$ cat config.mk
export PLATFORM = sky130hd
export DESIGN_NAME = blind_cand_seq
export DESIGN_NICKNAME = d
export VERILOG_FILES = /design/src/rtl/cs_pkg.sv /design/src/rtl/cs_cand_walker.sv /design/src/rtl/cs_stage_fsm.sv /design/src/rtl/cs_result_reg.sv /design/src/rtl/blind_cand_seq.sv
export SDC_FILE = /design/constraint.sdc
export NUM_CORES = 1
export LEC_CHECK = 0
export BUFFER_PORTS_ARGS = -buffer_cell sky130_fd_sc_hd__buf_2
export CORE_UTILIZATION = 52
export DETAILED_ROUTE_END_ITERATION = 10
export PLACE_DENSITY_LB_ADDON = 0.3
export SLEW_MARGIN = 20
export SYNTH_ARGS = -nofsm -noshare
export SYNTH_HDL_FRONTEND = slang
export SYNTH_SLANG_ARGS = --single-unit
$ cat constraint.sdc
create_clock -name clk -period 7.2 [get_ports clk]
set_input_delay 1.44 -clock clk [delete_from_list [all_inputs] [get_ports clk]]
set_output_delay 1.44 -clock clk [all_outputs]
set_load 0.005 [all_outputs]
$ cat src/rtl/cs_pkg.sv
package cs_pkg;
  localparam int LVL_N  = 3;
  localparam int CNT_W  = 3;
  localparam int WORD_W = 41;
  localparam int SLOT_N = 2;
  localparam int LVL_W  = (LVL_N > 1) ? $clog2(LVL_N) : 1;
  localparam int SLOT_W = (SLOT_N > 1) ? $clog2(SLOT_N) : 1;

  typedef enum logic [2:0] {
    ST_IDLE    = 3'd0,
    ST_EST     = 3'd1,
    ST_RR      = 3'd2,
    ST_DEC     = 3'd3,
    ST_RETRY   = 3'd4,
    ST_EXHAUST = 3'd5,
    ST_FOUND   = 3'd6,
    ST_FIRST   = 3'd7
  } seq_state_e;
endpackage

$ cat src/rtl/cs_cand_walker.sv
module cs_cand_walker #(
  parameter int LVL_N  = cs_pkg::LVL_N,
  parameter int CNT_W  = cs_pkg::CNT_W,
  parameter int SLOT_N = cs_pkg::SLOT_N,
  localparam int LVL_W  = (LVL_N > 1) ? $clog2(LVL_N) : 1,
  localparam int SLOT_W = (SLOT_N > 1) ? $clog2(SLOT_N) : 1
) (
  input  logic                             clk,
  input  logic                             rst,
  input  logic                             load_i,
  input  logic                             step_i,
  input  logic                             active_i,
  input  logic [LVL_N-1:0][CNT_W-1:0]      cnt_i,
  output logic [LVL_W-1:0]                 level_o,
  output logic [CNT_W-1:0]                 idx_o,
  output logic [SLOT_W-1:0]                slot_o,
  output logic                             last_o,
  output logic                             any_o
);
  logic [LVL_N-1:0][CNT_W-1:0] cnt_q;
  logic [LVL_W-1:0]            level_q, nxt_level;
  logic [CNT_W-1:0]            idx_q, nxt_idx;
  logic [SLOT_W-1:0]           slot_q, nxt_slot;
  logic                        more, found;

  function automatic logic [LVL_W-1:0] first_nz(input logic [LVL_N-1:0][CNT_W-1:0] c);
    logic [LVL_W-1:0] r;
    r = '0;
    for (int l = LVL_N - 1; l >= 0; l--) begin
      if (c[l] != '0) r = LVL_W'(l);
    end
    return r;
  endfunction

  always_comb begin
    any_o = 1'b0;
    for (int l = 0; l < LVL_N; l++) begin
      if (cnt_i[l] != '0) any_o = 1'b1;
    end
  end

  // Next position in search order: index, then higher level, then next slot
  always_comb begin
    nxt_level = level_q;
    nxt_idx   = idx_q;
    nxt_slot  = slot_q;
    more      = 1'b0;
    found     = 1'b0;
    if ((CNT_W+1)'(idx_q) + 1'b1 < (CNT_W+1)'(cnt_q[level_q])) begin
      nxt_idx = idx_q + 1'b1;
      more    = 1'b1;
    end else begin
      for (int l = 0; l < LVL_N; l++) begin
        if (!found && (l > int'(level_q)) && (cnt_q[l] != '0)) begin
          nxt_level = LVL_W'(l);
          found     = 1'b1;
        end
      end
      if (found) begin
        nxt_idx = '0;
        more    = 1'b1;
      end else if (int'(slot_q) < SLOT_N - 1) begin
        nxt_slot  = slot_q + 1'b1;
        nxt_level = first_nz(cnt_q);
        nxt_idx   = '0;
        more      = 1'b1;
      end
    end
  end

  always_ff @(posedge clk) begin
    if (rst) begin
      cnt_q   <= '0;
      level_q <= '0;
      idx_q   <= '0;
      slot_q  <= '0;
    end else if (load_i) begin
      cnt_q   <= cnt_i;
      level_q <= first_nz(cnt_i);
      idx_q   <= '0;
      slot_q  <= '0;
    end else if (step_i && more) begin
      level_q <= nxt_level;
      idx_q   <= nxt_idx;
      slot_q  <= nxt_slot;
    end
  end

  assign level_o = level_q;
  assign idx_o   = idx_q;
  assign slot_o  = slot_q;
  assign last_o  = !more;


  idx_in_range_chk: assert property (@(posedge clk) disable iff (rst)
    active_i |-> ((CNT_W+1)'(idx_q) < (CNT_W+1)'(cnt_q[level_q])));


  slot_monotonic_chk: assert property (@(posedge clk) disable iff (rst)
    (step_i && !load_i) |=> (slot_q >= $past(slot_q)));
endmodule

$ cat src/rtl/cs_stage_fsm.sv
module cs_stage_fsm
  import cs_pkg::*;
(
  input  logic       clk,
  input  logic       rst,
  input  logic       start_i,
  input  logic       cand_valid_i,
  input  logic       est_done_i,
  input  logic       rr_done_i,
  input  logic       dec_done_i,
  input  logic       crc_pass_i,
  input  logic       last_i,
  input  logic       any_i,
  output logic [2:0] status_o,
  output logic       cand_ready_o,
  output logic       est_start_o,
  output logic       rr_start_o,
  output logic       dec_start_o,
  output logic       load_o,
  output logic       step_o,
  output logic       pass_o,
  output logic       exhaust_o
);
  seq_state_e state_q, state_d;
  logic       idle_like, dec_fin;
  logic [2:0] status_q;
  logic       ready_q, est_q, rr_q, dec_q;

  assign idle_like = (state_q == ST_IDLE) || (state_q == ST_EXHAUST) || (state_q == ST_FOUND);
  assign dec_fin   = (state_q == ST_DEC) && dec_done_i;
  assign load_o    = idle_like && start_i;
  assign step_o    = dec_fin && !crc_pass_i && !last_i;
  assign pass_o    = dec_fin && crc_pass_i;
  assign exhaust_o = (dec_fin && !crc_pass_i && last_i) || (load_o && !any_i);

  always_comb begin
    state_d = state_q;
    unique case (state_q)
      ST_IDLE, ST_EXHAUST, ST_FOUND:
        if (start_i) state_d = any_i ? ST_FIRST : ST_EXHAUST;
      ST_FIRST, ST_RETRY:
        if (cand_valid_i) state_d = ST_EST;
      ST_EST:
        if (est_done_i) state_d = ST_RR;
      ST_RR:
        if (rr_done_i) state_d = ST_DEC;
      ST_DEC:
        if (dec_done_i) begin
          if (crc_pass_i)  state_d = ST_FOUND;
          else if (last_i) state_d = ST_EXHAUST;
          else             state_d = ST_RETRY;
        end
      default: state_d = ST_IDLE;
    endcase
  end

  always_ff @(posedge clk) begin
    if (rst) begin
      state_q  <= ST_IDLE;
      status_q <= 3'd0;
      ready_q  <= 1'b0;
      est_q    <= 1'b0;
      rr_q     <= 1'b0;
      dec_q    <= 1'b0;
    end else begin
      state_q  <= state_d;
      status_q <= (state_d == ST_FIRST) ? 3'd1 : 3'(state_d);
      ready_q  <= (state_d == ST_FIRST) || (state_d == ST_RETRY);
      est_q    <= (state_q != ST_EST) && (state_d == ST_EST);
      rr_q     <= (state_q != ST_RR)  && (state_d == ST_RR);
      dec_q    <= (state_q != ST_DEC) && (state_d == ST_DEC);
    end
  end

  assign status_o     = status_q;
  assign cand_ready_o = ready_q;
  assign est_start_o  = est_q;
  assign rr_start_o   = rr_q;
  assign dec_start_o  = dec_q;


  stage_onehot_chk: assert property (@(posedge clk) disable iff (rst)
    $onehot0({ready_q, est_q, rr_q, dec_q}));


  start_busy_chk: assert property (@(posedge clk) disable iff (rst)
    (start_i && !idle_like && !cand_valid_i && !est_done_i && !rr_done_i && !dec_done_i)
      |=> $stable(status_q));


  found_hold_chk: assert property (@(posedge clk) disable iff (rst)
    ((status_q == 3'd6) && !start_i) |=> (status_q == 3'd6));
endmodule

$ cat src/rtl/cs_result_reg.sv
module cs_result_reg #(
  parameter int WORD_W = cs_pkg::WORD_W,
  parameter int SLOT_W = cs_pkg::SLOT_W
) (
  input  logic              clk,
  input  logic              rst,
  input  logic              clear_i,
  input  logic              capture_i,
  input  logic              fail_i,
  input  logic [WORD_W-1:0] word_i,
  input  logic [SLOT_W-1:0] slot_i,
  output logic [WORD_W-1:0] word_o,
  output logic [SLOT_W-1:0] slot_o,
  output logic              fail_o,
  output logic              done_o
);
  always_ff @(posedge clk) begin
    if (rst) begin
      word_o <= '0;
      slot_o <= '0;
      fail_o <= 1'b0;
      done_o <= 1'b0;
    end else begin
      if (clear_i) begin
        word_o <= '0;
        slot_o <= '0;
        fail_o <= 1'b0;
        done_o <= 1'b0;
      end
      if (capture_i) begin
        word_o <= word_i;
        slot_o <= slot_i;
        done_o <= 1'b1;
      end
      if (fail_i) begin
        fail_o <= 1'b1;
        done_o <= 1'b1;
      end
    end
  end


  fail_with_done_chk: assert property (@(posedge clk) disable iff (rst)
    fail_o |-> done_o);


  word_hold_chk: assert property (@(posedge clk) disable iff (rst)
    (done_o && !clear_i) |=> $stable(word_o));
endmodule

$ cat src/rtl/blind_cand_seq.sv
module blind_cand_seq
  import cs_pkg::*;
(
  input  logic              clk,
  input  logic              rst,
  input  logic              start,
  input  logic [CNT_W-1:0]  cnt_al4,
  input  logic [CNT_W-1:0]  cnt_al8,
  input  logic [CNT_W-1:0]  cnt_al16,
  input  logic              cand_valid,
  output logic              cand_ready,
  output logic [SLOT_W-1:0] cand_slot,
  output logic [LVL_W-1:0]  cand_level,
  output logic [CNT_W-1:0]  cand_idx,
  output logic              est_start,
  input  logic              est_done,
  output logic              rr_start,
  input  logic              rr_done,
  output logic              dec_start,
  input  logic              dec_done,
  input  logic              crc_pass,
  input  logic [WORD_W-1:0] dec_word,
  output logic [2:0]        status,
  output logic [WORD_W-1:0] dci_word,
  output logic [SLOT_W-1:0] dci_slot,
  output logic              search_fail,
  output logic              done_valid
);
  logic [LVL_N-1:0][CNT_W-1:0] counts;
  logic load, step, pass, exhaust, last, any_cnt;

  assign counts = {cnt_al16, cnt_al8, cnt_al4};

  cs_cand_walker #(.LVL_N(LVL_N), .CNT_W(CNT_W), .SLOT_N(SLOT_N)) u_walker (
    .clk(clk), .rst(rst), .load_i(load), .step_i(step), .active_i(cand_ready),
    .cnt_i(counts), .level_o(cand_level), .idx_o(cand_idx), .slot_o(cand_slot),
    .last_o(last), .any_o(any_cnt)
  );

  cs_stage_fsm u_fsm (
    .clk(clk), .rst(rst), .start_i(start), .cand_valid_i(cand_valid),
    .est_done_i(est_done), .rr_done_i(rr_done), .dec_done_i(dec_done),
    .crc_pass_i(crc_pass), .last_i(last), .any_i(any_cnt),
    .status_o(status), .cand_ready_o(cand_ready), .est_start_o(est_start),
    .rr_start_o(rr_start), .dec_start_o(dec_start), .load_o(load),
    .step_o(step), .pass_o(pass), .exhaust_o(exhaust)
  );

  cs_result_reg #(.WORD_W(WORD_W), .SLOT_W(SLOT_W)) u_result (
    .clk(clk), .rst(rst), .clear_i(load), .capture_i(pass), .fail_i(exhaust),
    .word_i(dec_word), .slot_i(cand_slot), .word_o(dci_word), .slot_o(dci_slot),
    .fail_o(search_fail), .done_o(done_valid)
  );


  fail_status_chk: assert property (@(posedge clk) disable iff (rst)
    search_fail |-> (status == 3'd5));


  pass_status_chk: assert property (@(posedge clk) disable iff (rst)
    (done_valid && !search_fail) |-> (status == 3'd6));
endmodule

==> metrics.md, run 1 <==
| Metric | Value |
|---|---|
| CP Launch Type | `primary input` |
| Initial antenna violation count | `0` |
| Post-synth top area share | `46.0%` |
| TNS Setup | `0 ps` |
| DR iter-0 viols | `251` |
| Largest net degree at the start of global routing | `65` |
| Outcome | `finished clean` |
| Final instance area | `0.00373 mm^2` |
| Worst Tran Pin Value | `1040 ps` |
| Most used DFF post-synth | `dfxtp_1` |
| Root buffer cell | `clkbuf_8` |
| Post-Route WL | `7.33 mm` |
| Area contributors post-synth | `dfxtp_1, a21oi_1, nand2_1` |
| Reg2Reg Capture Point | `u_fsm.cand_ready_o$_SDFF_PP0_` |
| CTS tree | `built` |
| CP max FO | `5` |
| Clk sinks | `69` |
| Layout area overhead | `24.3%` |
| Num ports | `115` |
| Post-CTS Setup Bufs | `0` |
| HP Class | `flop to flop` |
| RSZ-0062 raised after global routing | `false` |
| Num rows | `27` |
| Die width | `78.0 um` |
| Cts hold-fix bufs | `0` |
| Input/output buffers | `114` |
| Finish-stage setup viols | `0` |
| Initial core utilization | `54.2%` |
| Area of the core | `0.00554 mm^2` |
| Synth Cell Area | `0.00300 mm^2` |
| Post-place instance area | `0.00355 mm^2` |
| Via count | `2,998` |
| Pins Over Slew Limit | `0` |
| Static leakage | `0.00157 uW` |
| CTS H-tree depth | `3` |
| R2R Setup Slk | `4450 ps` |
| Die area | `0.00608 mm^2` |
| CP startpoint | `cnt_al4[0]` |
| Routed len/inst | `13.5 um` |
| Max Freq | `0.350 GHz` |
| Kind of critical path | `primary input to flop` |
| Final Cycle Share | `39.7%` |
| FF-to-FF path depth | `8` |
| Async SR Flop Fraction | `0%` |
| Mapped Cells | `367` |
| Peak supply drop | `0.171 mV` |
| HPWL after detailed placement | `4.96 mm` |
| Crit path arrival time | `3080 ps` |
| Number of global-route vias before repair | `2,668` |
| Cell variety after synth | `57` |
| First-pass GRT wire length | `12.0 mm` |
| Die Y | `78.0 um` |
| Reg-to-Reg Start | `u_walker.level_o[1]$_SDFFE_PP0P_` |
| Rel. slew slack | `30.6%` |
| CTS resizes | `0` |
| Post-synth EDFFs | `0` |
| Post-Syn Nets | `428` |
| Required @ worst endpoint | `7430 ps` |
| CTS buffer count | `9` |
| Final Hold Fails | `0` |
| Register bit count reported by yosys | `69` |
| DRC errors left | `0` |
| GR Util All Layers | `25.0%` |
| Routed Antenna Nets | `0` |
| Clock Path Buffers | `2` |
| Nets | `528` |
| Yosys Warn Count | `0` |
| DR vias/cell | `5.51` |
| Clk Latency, worst-skew pair | `340 ps` |
| Worst Skew | `9.10 ps` |
| Syn_area_per_cell | `8.18 um^2` |
| Fill count | `476` |
| Fraction of layout cells with a size suffix above 1 | `30.3%` |
| Critical Path Sink | `u_fsm.cand_ready_o$_SDFF_PP0_` |
| Tmin final | `2850 ps` |
| Area leader, netlist | `dfxtp_1` |
| Gr ovfl total | `0` |
| Routability cong. | `0.880` |
| Diodes inserted | `0` |
| Pwr/cell area | `304 mW/mm^2` |
| Crit end category | `flop` |
| Max cap viols | `0` |
| Seq/Total Area, Yosys | `46.0%` |
| Clock-pin slew on the worst setup and hold paths | `70 ps` |
| First-pass detailed-route iteration total | `5` |
## report_power, final
group	leakage, uW	internal [uW]	switching [uW]	total (uW)
Combinational	0.000924	144	226	370
Clock	0.0000857	144	144	288
Sequential	0.000559	427	50.5	477
Total	0.00157	715	420	1130
## logic make-up (layout without fill, tap and decap cells)
group	count (synthesis)	after routing	share of synthesized area (%)
AND/OR/NAND/NOR	160	160	25.5
AO/OA/AOI/OAI	96	96	19.9
flip-flops	69	69	46.0
buffers and inverters	33	138	5.29
multiplexers	5	5	1.71
adder cells (fa/ha/maj)	3	3	1.25
XOR/XNOR	1	1	0.292
## worst min path at each step
stage                                           from                          endpoint  cells past startpoint
finish              u_result.word_o[36]$_SDFFE_PP0P_  u_result.word_o[36]$_SDFFE_PP0P_                      2
global route         u_result.word_o[9]$_SDFFE_PP0P_   u_result.word_o[9]$_SDFFE_PP0P_                      2
CTS                     u_result.fail_o$_SDFFE_PP0P_      u_result.fail_o$_SDFFE_PP0P_                      2
detailed placement  u_result.word_o[25]$_SDFFE_PP0P_  u_result.word_o[25]$_SDFFE_PP0P_                      2
global placement     u_result.word_o[8]$_SDFFE_PP0P_   u_result.word_o[8]$_SDFFE_PP0P_                      2
floorplan             u_walker.cnt_q[2]$_SDFFE_PP0P_    u_walker.cnt_q[2]$_SDFFE_PP0P_                      2
## synthesized netlist by cell type, types with 2 or more instances
cell / number
nand2b_1: 4
o21a_1: 2
a21o_1: 3
o21ai_0: 2
mux2i_1: 4
nand4_1: 2
a21oi_1: 63
nand3_1: 45
inv_1: 5
o31ai_1: 2
buf_6: 3
nor2_1: 11
dfxtp_1: 69
ha_1: 3
or3_1: 4
clkbuf_1: 15
a31oi_1: 3
nor3_1: 8
o211ai_1: 4
buf_1: 2
buf_2: 7
nand2_1: 71
## critical path, stage by stage
cell and delay (ps):
buf_2 100, nor3_1 400, nand4_1 190, a222oi_1 560
nor3_1 100, mux2_2 290
## per-layer routing
metal  GRT usage [%]  part of all wire, %
met1            33.1                   44
met5               0                    0
met2            38.4                   48
met4            10.2                  1.8
met3            7.06                  6.6
## per-stage QoR
step	cells	power [uW]	setup WS, ps	utilization (%)	hold WS (ps)
floorplan	367	777	4440	-	443
global placement	528	845	4090	64.1	450
detailed placement	528	851	4040	64.1	455
CTS	544	1140	4410	67.4	465
global route	544	1210	4230	67.4	487
finish	544	1130	4350	67.4	464
## final cells by class
cell class	count	area (um^2)	share of cell area, %
Clock buffer	13	159	4.26
Tap cell	72	90.1	2.41
Clock inverter	3	20.0	0.536
Timing Repair Buffer	117	593	15.9
Inverter	5	18.8	0.503
Multi-Input combinational cell	265	1470	39.4
Sequential cell	69	1380	37.0
## state kept, by name, summed over array words and instances (netlist names)
signal and flops:
u_fsm.cand_ready_o 1, u_fsm.dec_start_o 1, u_fsm.est_start_o 1, u_fsm.rr_start_o 1
u_fsm.state_q 3, u_fsm.status_o 3, u_result.done_o 1, u_result.fail_o 1
u_result.slot_o 1, u_result.word_o 41, u_walker.cnt_q 9, u_walker.idx_o 3
u_walker.level_o 2, u_walker.slot_o 1
## placed cells by master (no fill, tap or decap), types with 5 or more instances in the layout
master	Yosys	routed
dfxtp_1	69	69
inv_1	5	5
nand2_1	71	70
buf_2	7	114
clkbuf_8	0	11
nor2_1	11	11
a21oi_1	63	63
nor3_1	8	7
nand3_1	45	45
Note: power is estimated with default switching activity, not from simulation.
==> inputs of run 2 (changes only) <==
- CORE_UTILIZATION: 52 -> 44
- clock period: 7.2 -> 2.4 ns (I/O delays scaled with it)
==> run 2 against run 1 <==
Compared with the run above:
- critical path depth rose by 3
- worst setup slack got worse by 4200 ps
- combinational power grew to 3.3 times the previous value
- sequential power increased to 3.0 times the previous value
- total power rose to 3.1 times the previous value
- clock power grew to 3.1 times the previous value
- core utilization shrank 8.0 points
==> metrics.md, run 2 (synthesis results as in run 1) <==
| Metric | Value |
|---|---|
| CP max stage delay | `350 ps` |
| Post-Route WL | `7.63 mm` |
| Commonest non-fill, non-tap cell in the layout | `buf_2` |
| First-pass detailed-route iteration total | `6` |
| Number of global-route vias before repair | `2,718` |
| Cell family with the largest share of critical-path delay | `compound AO/OA/AOI/OAI gates` |
| Buf/Inv on CP | `1` |
| Regs by FF count | `u_result.word_o: 41 flops, u_walker.cnt_q: 9 flops` |
| Total design power | `3530 uW` |
| Clock-pin slew on the worst setup and hold paths | `80 ps` |
| TNS Setup | `0 ps` |
| CTS H-tree depth | `3` |
| Die area | `0.00716 mm^2` |
| Layout area overhead | `27.7%` |
| Worst Skew | `9.28 ps` |
| Crit end category | `flop` |
| GR Util All Layers | `21.8%` |
| CP Launch Type | `flop` |
| Reg-to-Reg Start | `u_walker.level_o[1]$_SDFFE_PP0P_` |
| DR vias/cell | `5.42` |
| Die Y | `84.6 um` |
| Kind of critical path | `flop to flop` |
| HPWL after detailed placement | `5.47 mm` |
| HP Class | `primary input to flop` |
| Initial antenna violation count | `0` |
| Final Cycle Share | `93.1%` |
| Clock Power Share | `25.1%` |
| DR iter-0 viols | `209` |
| DRC errors left | `0` |
| Fin cells | `558` |
| Cts hold-fix bufs | `0` |
| Max Freq | `0.448 GHz` |
| Crit path arrival time | `2460 ps` |
| Static leakage | `0.00164 uW` |
| Final Hold Fails | `0` |
| Via count | `3,027` |
| Fraction of layout cells with a size suffix above 1 | `32.2%` |
| Clk sinks | `69` |
| CTS tree | `built` |
| Largest Register | `u_result.word_o` |
| Pwr/cell area | `922 mW/mm^2` |
| Diodes inserted | `0` |
| Slowest CP cell | `dfxtp_1` |
| Tmin final | `2230 ps` |
| Initial core utilization | `46.5%` |
| Most frequent cells in the layout | `buf_2, nand2_1, dfxtp_1` |
| CP Cell Sequence | `mux2i_1 -> nor2_1 -> a31oi_1 -> ha_1 -> a211oi_2 -> a21oi_2 -> a211oi_4 -> buf_4 -> and4b_1` |
| Critical hold path startpoint | `dec_word[15]` |
| CP max FO | `7` |
| Gr ovfl total | `0` |
| Nets | `539` |
| Outcome | `finished clean` |
| Post-CTS Setup Bufs | `0` |
| Input/output buffers | `114` |
| Num ports | `115` |
| Routed Antenna Nets | `0` |
| Clock Path Buffers | `2` |
| Die width | `84.6 um` |
| Max cap viols | `0` |
| CTS buffer count | `9` |
| Rel. slew slack | `44.5%` |
| Peak supply drop | `0.388 mV` |
| Clk Latency, worst-skew pair | `330 ps` |
| Largest register FFs | `41` |
| Routability cong. | `0.854` |
| Inst Count DP | `544` |
| Required @ worst endpoint | `2630 ps` |
| Pins Over Slew Limit | `0` |
| Root buffer cell | `clkbuf_8` |
| RSZ-0062 raised after global routing | `false` |
| Routed len/inst | `13.7 um` |
| Sequential share of power | `40.1%` |
| Internal | `2260 uW` |
| Finish-stage setup viols | `0` |
| Largest net degree at the start of global routing | `32` |
| Net Switching | `1270 uW` |
| Sw Share | `36.0%` |
| First-pass GRT wire length | `12.6 mm` |
| Worst Tran Pin Value | `827 ps` |
| CP startpoint | `u_walker.level_o[1]$_SDFFE_PP0P_` |
| Comb power frac | `34.8%` |
| Num rows | `29` |
| Area of the core | `0.00646 mm^2` |
## run 2: cell count changes in the layout (fill, tap and decap cells not counted), moves of 2 or more
cell,previous run,this run
clkinv_2,1,3
clkinvlp_4,2,0
buf_4,3,13
clkbuf_1,2,0
clkbuf_8,11,9
## run 2: layout make-up
class	count	area, um^2
Fill cell	612	2630
Sequential cell	69	1380
Multi-Input combinational cell	265	1470
Clock buffer	9	124
Timing Repair Buffer	128	688
Clock inverter	5	53.8
Inverter	5	18.8
Tap cell	77	96.3
## run 2: final timing paths
path / end / slack, ps / cells after the start
setup / recovery: u_fsm.dec_start_o$_SDFF_PP0_ / 170 / 9
hold / removal: u_result.word_o[15]$_SDFFE_PP0P_ / 370 / 3
setup reg to reg: u_fsm.dec_start_o$_SDFF_PP0_ / 170 / 9
hold reg to reg: u_result.word_o[35]$_SDFFE_PP0P_ / 460 / 2
## run 2: metal layers
metal	share of wire, %	vias to the layer above	global-route usage [%]
met5	0	-	0
met4	1.4	0	8.63
met3	5.6	10	6.10
met2	48	98	35.0
met1	44	1409	27.8
li1	-	1510	-
## run 2: power by group through the flow
stage	Sequential, uW	Combinational (uW)	Clock (uW)
floorplan	1380	948	0
global placement	1440	1200	0
detailed placement	1440	1220	0
CTS	1420	1230	910
global route	1440	1360	959
finish	1420	1230	887
## run 2: per-stage QoR
step	util (%)	worst slack, ps	cell area, um^2	hold slack, ps
2_1_floorplan	-	24.3	3000	443
3_3_place_gp	56.6	223	3650	451
3_5_place_dp	56.6	109	3650	456
4_1_cts	59.3	92.8	3830	362
5_1_grt	59.4	29.4	3830	366
6_report	59.4	166	3830	373
## run 2: worst min-delay path: stages
cell     delay (ps)
buf_2            90
nand2_1          40
a21oi_1          50
## run 2: what timing repair did
item	4_1_cts	5_1_grt
endpoints found under the setup margin	0	3
resized for setup	0	1
endpoints found under the hold margin	0	0
